<file path="src/rtl/bp_pkg.sv">
package bp_pkg;

    typedef enum logic [1:0] {
        CNT_SNT = 2'b00,
        CNT_WNT = 2'b01,
        CNT_WT  = 2'b10,
        CNT_ST  = 2'b11
    } cnt_state_e;

    // Transition function of one history entry
    function automatic cnt_state_e cnt_next(input cnt_state_e cur, input logic taken);
        cnt_state_e nxt;
        unique case (cur)
            CNT_SNT: nxt = taken ? CNT_WNT : CNT_SNT;
            CNT_WNT: nxt = taken ? CNT_WT  : CNT_SNT;
            CNT_WT:  nxt = taken ? CNT_ST  : CNT_WNT;
            CNT_ST:  nxt = taken ? CNT_ST  : CNT_WT;
            default: nxt = CNT_WNT;
        endcase
        return nxt;
    endfunction

endpackage

</file>
<file path="src/rtl/bp_history.sv">
module bp_history
    import bp_pkg::*;
#(
    parameter int IDX_W = 6
) (
    input  logic             clk,
    input  logic             rst_n,
    input  logic [IDX_W-1:0] look_idx,
    output logic             look_taken,
    input  logic             upd_valid,
    input  logic [IDX_W-1:0] upd_idx,
    input  logic             upd_taken
);
    localparam int DEPTH = 1 << IDX_W;

    logic [DEPTH-1:0][1:0] cnt_q;
    cnt_state_e            upd_cur;
    cnt_state_e            upd_nxt;
    cnt_state_e            look_state;

    assign upd_cur = cnt_state_e'(cnt_q[upd_idx]);
    assign upd_nxt = cnt_next(upd_cur, upd_taken);

    // State register process
    always_ff @(posedge clk or negedge rst_n) begin
        if (!rst_n) begin
            cnt_q <= {DEPTH{2'(CNT_WNT)}};
        end else if (upd_valid) begin
            cnt_q[upd_idx] <= 2'(upd_nxt);
        end
    end

    // Output process
    always_comb begin
        look_state = cnt_state_e'(cnt_q[look_idx]);
        unique case (look_state)
            CNT_SNT, CNT_WNT: look_taken = 1'b0;
            CNT_WT,  CNT_ST:  look_taken = 1'b1;
            default:          look_taken = 1'b0;
        endcase
    end

    p_count_up_r3: assert property (@(posedge clk) disable iff (!rst_n)
        (upd_valid && upd_taken && cnt_q[upd_idx] != 2'b11)
        |=> cnt_q[$past(upd_idx)] == $past(cnt_q[upd_idx]) + 2'd1);

    p_sat_high_r3: assert property (@(posedge clk) disable iff (!rst_n)
        (upd_valid && upd_taken && cnt_q[upd_idx] == 2'b11)
        |=> cnt_q[$past(upd_idx)] == 2'b11);

    p_count_down_r4: assert property (@(posedge clk) disable iff (!rst_n)
        (upd_valid && !upd_taken && cnt_q[upd_idx] != 2'b00)
        |=> cnt_q[$past(upd_idx)] == $past(cnt_q[upd_idx]) - 2'd1);

    p_sat_low_r4: assert property (@(posedge clk) disable iff (!rst_n)
        (upd_valid && !upd_taken && cnt_q[upd_idx] == 2'b00)
        |=> cnt_q[$past(upd_idx)] == 2'b00);

    p_hold_r10: assert property (@(posedge clk) disable iff (!rst_n)
        !upd_valid |=> $stable(cnt_q));

endmodule

</file>
<file path="src/rtl/bp_target.sv">
module bp_target #(
    parameter int PC_W  = 32,
    parameter int IDX_W = 4
) (
    input  logic            clk,
    input  logic            rst_n,
    input  logic [PC_W-1:0] look_pc,
    output logic            look_hit,
    output logic [PC_W-1:0] look_target,
    input  logic            upd_valid,
    input  logic [PC_W-1:0] upd_pc,
    input  logic            upd_taken,
    input  logic [PC_W-1:0] upd_target
);
    localparam int DEPTH = 1 << IDX_W;
    localparam int TAG_W = PC_W - IDX_W - 2;

    logic [DEPTH-1:0]            valid_q;
    logic [DEPTH-1:0][TAG_W-1:0] tag_q;
    logic [DEPTH-1:0][PC_W-1:0]  tgt_q;

    logic [IDX_W-1:0] look_idx;
    logic [TAG_W-1:0] look_tag;
    logic [IDX_W-1:0] upd_idx;
    logic [TAG_W-1:0] upd_tag;
    logic             fill;
    logic [1:0]       unused_low;

    assign look_idx   = look_pc[IDX_W+1:2];
    assign look_tag   = look_pc[PC_W-1:IDX_W+2];
    assign upd_idx    = upd_pc[IDX_W+1:2];
    assign upd_tag    = upd_pc[PC_W-1:IDX_W+2];
    assign fill       = upd_valid && upd_taken;
    assign unused_low = look_pc[1:0] ^ upd_pc[1:0];

    always_ff @(posedge clk or negedge rst_n) begin
        if (!rst_n) begin
            valid_q <= '0;
            tag_q   <= '0;
            tgt_q   <= '0;
        end else if (fill) begin
            valid_q[upd_idx] <= 1'b1;
            tag_q[upd_idx]   <= upd_tag;
            tgt_q[upd_idx]   <= upd_target;
        end
    end

    always_comb begin
        look_hit    = valid_q[look_idx] && (tag_q[look_idx] == look_tag);
        look_target = tgt_q[look_idx];
    end

    p_fill_r6: assert property (@(posedge clk) disable iff (!rst_n)
        (upd_valid && upd_taken)
        |=> valid_q[$past(upd_idx)] && tgt_q[$past(upd_idx)] == $past(upd_target)
            && tag_q[$past(upd_idx)] == $past(upd_tag));

    p_keep_r6: assert property (@(posedge clk) disable iff (!rst_n)
        !(upd_valid && upd_taken) |=> $stable(valid_q) && $stable(tgt_q) && $stable(tag_q));

endmodule

</file>
<file path="src/rtl/branch_predictor.sv">
module branch_predictor #(
    parameter int PC_W      = 32,
    parameter int HIST_IDX  = 6,
    parameter int TGT_IDX   = 4
) (
    input  logic            clk,
    input  logic            rst_n,
    input  logic [PC_W-1:0] fetch_pc,
    output logic            pred_hit,
    output logic            pred_taken,
    output logic [PC_W-1:0] pred_target,
    input  logic            upd_valid,
    input  logic [PC_W-1:0] upd_pc,
    input  logic            upd_taken,
    input  logic [PC_W-1:0] upd_target
);
    localparam logic [PC_W-1:0] STEP = PC_W'(4);

    logic [HIST_IDX-1:0] hist_look_idx;
    logic [HIST_IDX-1:0] hist_upd_idx;
    logic                hist_taken;
    logic                tgt_hit;
    logic [PC_W-1:0]     tgt_addr;
    logic [PC_W-1:0]     seq_pc;

    assign hist_look_idx = fetch_pc[HIST_IDX+1:2];
    assign hist_upd_idx  = upd_pc[HIST_IDX+1:2];
    assign seq_pc        = fetch_pc + STEP;

    bp_history #(.IDX_W(HIST_IDX)) u_hist (
        .clk        (clk),
        .rst_n      (rst_n),
        .look_idx   (hist_look_idx),
        .look_taken (hist_taken),
        .upd_valid  (upd_valid),
        .upd_idx    (hist_upd_idx),
        .upd_taken  (upd_taken)
    );

    bp_target #(.PC_W(PC_W), .IDX_W(TGT_IDX)) u_tgt (
        .clk         (clk),
        .rst_n       (rst_n),
        .look_pc     (fetch_pc),
        .look_hit    (tgt_hit),
        .look_target (tgt_addr),
        .upd_valid   (upd_valid),
        .upd_pc      (upd_pc),
        .upd_taken   (upd_taken),
        .upd_target  (upd_target)
    );

    always_comb begin
        pred_hit    = tgt_hit;
        pred_taken  = hist_taken;
        pred_target = (tgt_hit && hist_taken) ? tgt_addr : seq_pc;
    end

    // without a taken hit the sequential address is always chosen
    p_fallthrough_r8: assert property (@(posedge clk) disable iff (!rst_n)
        !(pred_hit && pred_taken) |-> pred_target == fetch_pc + STEP);

endmodule

</file>
<file path="config.mk">
export PLATFORM = sky130hd
export DESIGN_NAME = branch_predictor
export DESIGN_NICKNAME = d
export VERILOG_FILES = /design/src/rtl/bp_pkg.sv /design/src/rtl/bp_history.sv /design/src/rtl/bp_target.sv /design/src/rtl/branch_predictor.sv
export SDC_FILE = /design/constraint.sdc
export NUM_CORES = 2
export LEC_CHECK = 0
export BUFFER_PORTS_ARGS = -buffer_cell sky130_fd_sc_hd__buf_2
export CELL_PAD_IN_SITES_DETAIL_PLACEMENT = 1
export CELL_PAD_IN_SITES_GLOBAL_PLACEMENT = 1
export CORE_MARGIN = 5
export CORE_UTILIZATION = 55
export DETAILED_ROUTE_END_ITERATION = 6
export PLACE_DENSITY = 0.79
export SYNTH_ARGS = -nofsm -noshare
export SYNTH_HDL_FRONTEND = slang
export SYNTH_SLANG_ARGS = --single-unit
</file>
<file path="constraint.sdc">
create_clock -name clk -period 8.2 [get_ports clk]
set_input_delay 0.82 -clock clk [delete_from_list [all_inputs] [get_ports clk]]
set_output_delay 0.82 -clock clk [all_outputs]
set_load 0.05 [all_outputs]
</file>
==> metrics <==
RSZ-0062 raised after global routing false; max-cap viol count 0; nets 3554; Switch Pwr between 3000 and 4000 uW; drt wl/cell about 31 um; reg2reg end u_hist.cnt_q[77]; CP Max Fanout 104; Die ar. 98200 um^2; clock slew at reported path FFs about 60 ps; gr usage total 30.2%; routed vias 31100; Port Buffer Count ~130; cts hold-fix bufs 0; period utilization 79.0%; R2R Setup Slk 4370 ps; Post-CTS Resized 0; Final min period 6480 ps; final worst setup slack 1720 ps; CTS sink cnt 1072; CP Class input pin to output port; Synth cell types a little under 70; Iter 0 DRT Violations 2599; type of the worst min-delay path input pin to asynchronous set/reset pin; Die Ht 313 um; largest net degree at the start of global routing 187; FP Rows 111; antenna viol nets, final 0; WL final 148000 um; outcome finished with violations; Netlist Area Pre-Place 50600 um^2; share of cells above drive strength 1 48.8%; Worst slew margin 13.7%; Max clock buf depth 3; Synth Register Bits 1072; Inserted Clock Buffers 111; worst skew pair latency 700 ps; power per cell area 257 nW/um^2; Multi-input gate area between 20000 and 25000 um^2; Worst Setup EP pred_target[31]; Vias/cell 6.58; number of global-route vias before repair between 30000 and 40000; WP data required 7380 ps; CP Capture Type output port; Fill cells slightly above 8000; CTS tree done; Fmax 0.154 GHz; Worst Reg-to-Reg Cells 6; CP Data Arrival Time between 5000 and 6000 ps; Reg area 26900 um^2; Comb power frac between 10% and 20%; num ports ~130; Syn-to-layout area delta 10.4%; Setup crit start fetch_pc[3]; Final Hold Fails 0; Max rail drop VDD about 0.16 mV; Syn Area/Cell 14.7 um^2; sw frac between 20% and 30%; Post-CTS Setup Bufs 0; r2r startpoint u_hist.cnt_q[69]; CTS root buf clkbuf_16; Residual DRC 3; Flop pwr share 47.5%; Setup crit start kind input pin; total gr overflow 0; GPL Wtd Cong 0.898; Final Setup Violations 0; clk_skew about 15 ps; Die X-Extent 313 um; Final HPWL DP 87600 um; TritonRoute pass-1 iters 7; DP Worst Slack ~1800 ps; H-tree depth 3; core area 91500 um^2; count of flip-flops with a built-in enable after synthesis 0; final setup TNS 0 ps; syn_nets 3535; Slew Limit Fails 0; Cells after Synth 3434; Seq/Total Area, Yosys 53.1%; Int Pwr 10600 uW; failing checks DRC; Clk pwr share 35.9%; initial antenna violation count 13; Initial Utilization a little under three fifths; slew at the pin closest to its max-slew limit 1290 ps; Primary FF master, synth dfrtp_1; P_leak ~0.025 uW; first-pass GRT wire length 227000 um; async set-reset flop share out of synthesis between 90% and 100%; Yosys warnings 0
worst min path at each step:
stage	startpoint	to	slack, ps
2_1_floorplan	u_tgt.valid_q[2]	u_tgt.valid_q[2]	430
5_1_grt	rst_n	u_tgt.tgt_q[423]	300
6_report	rst_n	u_tgt.tgt_q[423]	160
3_5_place_dp	u_tgt.valid_q[8]	u_tgt.valid_q[8]	450
4_1_cts	rst_n	u_tgt.tgt_q[423]	240
3_3_place_gp	u_tgt.valid_q[2]	u_tgt.valid_q[2]	440
per-stage QoR:
stage               area, um^2  total power, uW  util (%)  std cells  hold WS (ps)
detailed placement       52100             9270      57.0       4526           453
floorplan                50600             8430         -       3434           429
CTS                      55900            14500      61.0       4725           244
finish                   55900            14400      61.1       4736           164
global placement         52100             8970      57.0       4526           445
global route             55900            15000      61.0       4728           295
layer usage:
metal  wire, um  GRT usage, %
met5         26             0
met4       5530          11.1
met3       8580          5.04
met2      73700          50.5
met1      60000          40.4
registers in the layout (all words and copies together), names as in the netlist:
name,cells
u_tgt.tgt_q,512
u_tgt.tag_q,416
u_hist.cnt_q,128
u_tgt.valid_q,16
kinds of logic (layout without fill, tap and decap cells):
group	after synthesis	in the layout	share of synthesized area (%)
other	0	11	0
multiplexers	1350	1350	36.6
AND/OR/NAND/NOR	434	434	3.95
XOR/XNOR	41	41	0.709
buffers and inverters	298	403	2.67
AO/OA/AOI/OAI	238	238	2.89
flip-flops	1072	1072	53.1
adder cells (fa/ha/maj)	1	1	0.0247
cell usage after synthesis (all sizes together), types with 3 or more instances:
cell type,count,share of area (%)
a2111oi,5,0.086
a211oi,5,0.074
a21o,3,0.044
a21oi,7,0.069
a221oi,4,0.069
a22o,6,0.10
a22oi,24,0.36
and2,6,0.074
and3,10,0.12
and4,5,0.086
buf,105,1.2
clkbuf,180,1.3
dfrtp,1008,50
dfstp,64,3.3
inv,13,0.096
mux2,973,22
mux2i,82,1.6
mux4,295,13
nand2,257,1.9
nand2b,17,0.21
nand3,20,0.20
nand3b,5,0.074
nand4,11,0.14
nor2,35,0.26
nor2b,8,0.099
nor3,16,0.16
nor3b,5,0.074
nor4,13,0.16
nor4b,4,0.069
o2111a,3,0.067
o211ai,5,0.074
o21ai,146,1.5
o221ai,5,0.086
o22ai,7,0.086
or2,10,0.12
or3,4,0.049
xnor2,35,0.61
xor2,6,0.10
layout make-up:
type / count / area share, %
clock buffer: 159 / 5.76
timing repair buffer: 191 / 2.19
tap: 1186 / 2.66
antenna: 11 / 0.0493
multi-input combinational: 2064 / 40.2
sequential: 1072 / 48.1
inverter: 13 / 0.0918
clock inverter: 40 / 0.882
power groups by stage:
stage	logic [uW]	registers [uW]	clock network, uW
floorplan	1760	6670	0
global placement	2230	6740	0
CTS	2410	6820	5240
detailed placement	2380	6890	0
global route	2580	6920	5480
finish	2390	6830	5160
cells in the final DEF, fill, tap and decap left out, types with 7 or more instances in the layout:
cell / count
dfrtp_1: 1008
inv_1: 11
buf_4: 54
clkinv_2: 18
mux4_2: 290
nand4_1: 11
diode_2: 11
clkbuf_1: 23
nand2_1: 255
a21oi_1: 7
buf_2: 127
or2_2: 10
buf_12: 7
clkbuf_16: 112
bufinv_16: 9
nor2_1: 30
xnor2_1: 35
nor4_1: 13
o22ai_1: 7
nor2b_1: 8
and3_1: 10
nor3_1: 11
nand3_1: 20
mux2i_1: 82
clkbuf_8: 24
o21ai_0: 144
a22oi_1: 24
dfstp_2: 64
mux2_4: 29
mux2_2: 944
nand2b_1: 17
critical path: stages:
cell and delay, ps:
buf_8 710, buf_4 610, buf_4 440, mux2i_1 230, a22oi_1 100, a21oi_1 400, a311o_1 220, o211ai_1 120
nor4_1 280, and4_2 280, buf_4 650, mux2_2 420, buf_2 210
No activity file was read; power rests on OpenSTA's default activity.
